==> config.mk <==
export PLATFORM = sky130hd
export DESIGN_NAME = adc_residue_compactor
export DESIGN_NICKNAME = d
export VERILOG_FILES = /design/src/rtl/adc_residue_compactor.sv
export SDC_FILE = /design/constraint.sdc
export NUM_CORES = 1
export LEC_CHECK = 0
export BUFFER_PORTS_ARGS = -buffer_cell sky130_fd_sc_hd__buf_2
export CAP_MARGIN = 10
export CORE_MARGIN = 5
export CORE_UTILIZATION = 40
export DETAILED_ROUTE_END_ITERATION = 8
export SYNTH_ARGS = -nofsm -noshare
export SYNTH_HDL_FRONTEND = slang
export SYNTH_SLANG_ARGS = --single-unit
==> constraint.sdc <==
create_clock -name clk -period 3 [get_ports clk]
set_input_delay 0.45 -clock clk [delete_from_list [all_inputs] [get_ports clk]]
set_output_delay 0.45 -clock clk [all_outputs]
set_load 0.05 [all_outputs]
==> src/rtl/adc_residue_compactor.sv <==
module adc_residue_compactor #(
  parameter int N    = 3,
  parameter bit PLUS = 1'b0
) (
  input  logic         clk,
  input  logic         rst_n,
  input  logic         seed_ld,
  input  logic [N:0]   seed,
  input  logic         hit,
  input  logic [N-1:0] code,
  input  logic         eot,
  input  logic [N:0]   win_lo,
  input  logic [N:0]   win_hi,
  output logic [N:0]   sig,
  output logic         done,
  output logic         fault
);
  localparam int RW = N + 1;
  localparam int LI = PLUS ? (2**N) + 1 : (2**N) - 1;
  localparam logic [RW:0] L = LI[RW:0];

  logic          neg;
  logic          accept;
  logic [RW:0]   cz, cr, ext, t, nxt, sd;
  logic          in_win;

  assign accept = hit && !done && !eot;
  assign cz     = {2'b00, code};
  assign cr     = (cz >= L) ? cz - L : cz;
  assign ext    = {1'b0, sig};
  assign t      = neg ? ext + L - cr : ext + cr;
  assign nxt    = (t >= L) ? t - L : t;
  assign sd     = {1'b0, seed} % L;

  assign in_win = (win_lo <= win_hi) ? (sig >= win_lo && sig <= win_hi)
                                     : (sig >= win_lo || sig <= win_hi);

  always_ff @(posedge clk) begin
    if (!rst_n) begin
      sig   <= '0;
      neg   <= 1'b0;
      done  <= 1'b0;
      fault <= 1'b0;
    end else if (seed_ld) begin
      sig   <= sd[RW-1:0];
      neg   <= 1'b0;
      done  <= 1'b0;
      fault <= 1'b0;
    end else begin
      if (accept) begin
        sig <= nxt[RW-1:0];
        neg <= PLUS ? ~neg : 1'b0;
      end
      if (eot && !done) begin
        done  <= 1'b1;
        fault <= !in_win;
      end
    end
  end

  p_below_mod_r10: assert property (@(posedge clk) disable iff (!rst_n)
    ({1'b0, sig} < L));

  p_idle_hold_r3: assert property (@(posedge clk) disable iff (!rst_n)
    (!seed_ld && !hit) |=> $stable(sig));

  p_zero_neutral_r7: assert property (@(posedge clk) disable iff (!rst_n)
    (!PLUS && hit && !done && !eot && !seed_ld && code == '0) |=> $stable(sig));

  p_load_clears_r2: assert property (@(posedge clk) disable iff (!rst_n)
    seed_ld |=> (!done && !fault));

  p_verdict_r8: assert property (@(posedge clk) disable iff (!rst_n)
    (eot && !done && !seed_ld) |=> done);

  p_frozen_r9: assert property (@(posedge clk) disable iff (!rst_n)
    (done && !seed_ld) |=> (done && $stable(sig) && $stable(fault)));
endmodule

# == Word level (Yosys, flattened, before mapping) ==
# Index checks and enable logic that the tools add are counted.
# op_classes
div_mod_pow,1
magnitude_cmp,5
n_bitwise,1
n_reduce_logical,10
mux,5
add_sub_neg,3
# op_table
cell,n
$mux W4,3
$le A4 B4 Y1,2
$add A4 B5 Y5,1
$ge A5 B3 Y1 const B,1
$mod A4 B3 Y5 const B,1
$mux W5,1
$ge A4 B4 Y1,1
$logic_and A1 B1 Y1,4
$sub A3 B3 Y4 const B,1
$sub A4 B3 Y4 const B,1
$ge A3 B3 Y1 const B,1
$logic_not A1 Y1,3
$reduce_bool A2 Y1,1
$reduce_or A2 Y1,1
$logic_or A1 B1 Y1,1
$mux W1,1
$not A1 Y1,1
# word_totals
regBits,6
output_inout_bits,6
inputBits,20
word_cells,28

# == Logic depth before layout (Yosys ltp) ==
# depth
word_depth,7
mapped_depth,13
mapped_depth_nobuf,13

# == Worst setup path after synthesis ==
# No wires, ideal clock.
# synth_path
path_kind,input port to flip-flop
startpoint,input port code[0]
endpoint,register sig[1]
path_buffers,0
stages,13
t_arrival_ns,2.465
setup_slack_ns,0.415
setup_time_ns,0.120
path_cell_list,ha_1 -> nand2_1 -> xnor2_1 -> ha_1 -> inv_1 -> fa_1 -> inv_1 -> ha_1 -> nand2_1 -> inv_1 -> o31a_1 -> o21ai_1 -> a21oi_1
# synth_between
elab_chain_cells,7
word_cells_on_any_way,9
# synth_rtl
element,line_no,source
start: declaration,10,"input logic [N-1:0] code,"
$sub A3 B3 Y4 / $ge A3 B3 Y1 (equally long branches),29,assign cr = (cz >= L) ? cz - L : cz;
$mux W5 *,29,
$add A4 B5 Y5 *,31,assign t = neg ? ext + L - cr : ext + cr;
$sub A4 B3 Y4 / $ge A5 B3 Y1 (equally long branches),32,assign nxt = (t >= L) ? t - L : t;
$mux W4 *,32,
$mux W4 *,50,if (accept) begin
$mux W4 *,44,end else if (seed_ld) begin
end signal: assignment,45,sig <= sd[RW-1:0];
end signal: assignment,51,sig <= nxt[RW-1:0];
end: declaration,14,"output logic [N:0] sig,"
# Every way passes the cells marked *; elsewhere a longest branch is shown, timed or not. The select of a mux whose other input is x is not followed.
# A chain may end at the register's enable or synchronous reset.

# == Worst setup path after layout ==
# Ends and elaborated chain as after synthesis.

==> results.toml <==
[status]
status = "complete, no violations"

[timing]
fmax_ghz = 0.369
worst-slew-pin-transition_ps = 343
rsz0062_at_grt = "false"
holdWs_ps = 480
setup_viol = 0
tns_ps = 0
drv_slew = 0
max_slew_margin_pct = 76.4
clock_skew_ps = 7.60
hold_viol = 0
period_needed_ps = 2710
fin_crit_sh_pct = 90.3

[setup_path]
crit_path_top_delay_cell = "fa_1"
endpoint_kind = "flop"
path_cells = "buf_2 -> ha_1 -> nand2_1 -> xnor2_1 -> ha_1 -> inv_1 -> fa_1 -> inv_1 -> ha_1 -> nand2_1 -> inv_1 -> o31a_1 -> o21ai_1 -> a21oi_1"
critPathLaunchType = "input pin"
cpLargestDelayFamily = "adder cells"
cpPeakStageDelay_ps = 550
critPathRequiredTime_ps = 3130
critPathMaxFanout = 4
crit_buf_inv = 4
cp.arrival_ps = 2840
worstSetupPathType = "in -> reg"

[pwr]
comb_power_share_pct = 62.0
ir_drop_mv = 0.194
p_seq_share_pct = 21.7
swShare_pct = 45.1
internal_power_uw = 253
clockPowerShare_pct = 16.3
p_leak_uw = 0.000604
p_switching_uw = 208
power.density_nw_per_um2 = 372

[floorplanning]
coreArea_um2 = 2500
row_count = 18
fp.dieW_um = 61.3
die_height_um = 61.3
initial_core_util_pct = 42.1
io_pins = 26
die_area_um2 = 3760

[clocking]
cts_buffers = 3
cts-htree-levels = 1
clk_path_buf_depth = 2
postCtsSetupBuffers = 0
clock_latency_ps = 250
cts-root-buf = "clkbuf_4"
ctsResizeCount = 0
cts.sinks = 6
cts_hold_buffers = 0
clk_pin_slew_ps = 50
tritoncts = "built"

[logic_synthesis]
synth_top_area_cell = "ha_1"
ys_ff_latch = 6
synth.yosys.warnings = 0
synth_area_um2 = 1050
muxShareOfSynthArea_pct = 3.09
synth_top_family_by_area = "adder cells"
synth-adder-area-share_pct = 26.6
synth-edff-count = 0
async_flop_share_pct = 0
yosysSeqAreaShare_pct = 11.4
netlist_top_cells_area = "ha_1 (24%), dfxtp_1 (11%), a21oi_1 (8.6%)"
synthXorXnorAreaFrac_pct = 5.94
yosys.area_share.simple_pct = 22.2
synth_compound_area_share_pct = 25.1
synth_fp_nets = 174
ys_types = 39
synth_ff_type = "dfxtp_1"
synth_top_area_share_pct = 23.8
postSynthAreaPerCell_um2 = 7.92
synthCells = 133

[placed_design]
dp_hpwl_um = 2060
placed_area_um2 = 1220
portBuffers = 25
place_congestion = 0.816

[hold_path]
hold_path.class = "in -> reg"

[route]
vias = 1029
drt-vias-per-instance = 5.39
top_layer = "met4"
wl_met3_um = 150
first_pass_iters = 4
drtIter0Drc = 45
wl_per_cell_um = 12.3
drt-total-wl_um = 2350
antenna_left = 0
remaining_drc_errors = 0
met2_length_um = 1060
m1WireLength_um = 1090

[job]
maxCapViolations = 0

[grt]
grt_pass1_vias = 919
antenna_found_initial = 0
grt_pass1_wl_um = 3770
grt_max_degree = 10
grt_use_total_pct = 13.4
gr-total-overflow = 0

[layout]
drive_gt1_share_pct = 24.8
area_delta_synth_final_pct = 17.6
n_antenna_cell = 0
finish.instance_area_um2 = 1240
nets = 204
==> tightest hold or removal path, cell delays in order <==
cell and delay [ps]:
buf_2 80, nor2_1 60, nor2b_1 100
==> cells by family (layout without fill, tap and decap cells) <==
family,Yosys count,after routing
multiplexers,3,3
AND/OR/NAND/NOR,38,38
XOR/XNOR,5,5
AO/OA/AOI/OAI,43,43
buffers and inverters,16,44
adder cells (fa/ha/maj),22,22
flip-flops,6,6
==> state kept, by name, summed over array words and instances, names as in the netlist <==
signal,flops
fault,1
sig,4
done,1
==> cells in the mapped netlist, drive strengths merged, types with 3 or more instances <==
cell type,instances
a21oi,20
dfxtp,6
ha,20
inv,16
nand2,9
nand2b,3
nor2,8
nor2b,5
o21ai,12
xor2,3
==> per-layer routing <==
metal	vias to the layer above	track usage [%]
met4	0	4.64
li1	535	-
met2	32	22.2
met5	-	0
met1	458	17.6
met3	4	2.31
==> path summary, 6_finish.rpt <==
check        startpoint  endpoint  slack (ps)  cells after the start
max             code[0]    sig[1]         290                     14
min                 eot      done         480                      3
max reg2reg      sig[1]    sig[1]         780                      9
min reg2reg       fault     fault         550                      2
==> power by group through the flow <==
stage	Clock [uW]	Sequential (uW)	Combinational (uW)
finish	75.3	99.9	286
global route	82.1	102	320
CTS	77.7	101	287
detailed placement	0	102	285
global placement	0	102	276
floorplan	0	126	191
==> layout make-up <==
class | count | area [um2]
well taps | 30 | 37.5
multi-input cells | 111 | 873
fillers | 252 | 1260
repair buffers | 25 | 125
inverters | 16 | 60.1
clock buffers | 3 | 22.5
flip-flops and latches | 6 | 120
==> placed cells by master (no fill, tap or decap), types with 3 or more instances in the layout <==
cell | synthesis | routed
o21ai_0 | 11 | 11
buf_2 | 0 | 25
dfxtp_1 | 6 | 6
a21oi_1 | 18 | 18
inv_1 | 16 | 16
nor2_1 | 8 | 8
nor2b_1 | 5 | 5
clkbuf_4 | 0 | 3
nand2_1 | 9 | 9
ha_1 | 20 | 20
nand2b_1 | 3 | 3
==> per-stage QoR <==
stage	utilization, %	setup WS (ps)	std cells	total power, uW
finish	49.5	291	191	461
detailed placement	48.6	58.2	188	388
CTS	49.5	298	191	465
global route	49.5	153	191	504
global placement	48.6	104	188	378
floorplan	-	415	133	316
No activity file was read; power rests on OpenSTA's default activity.
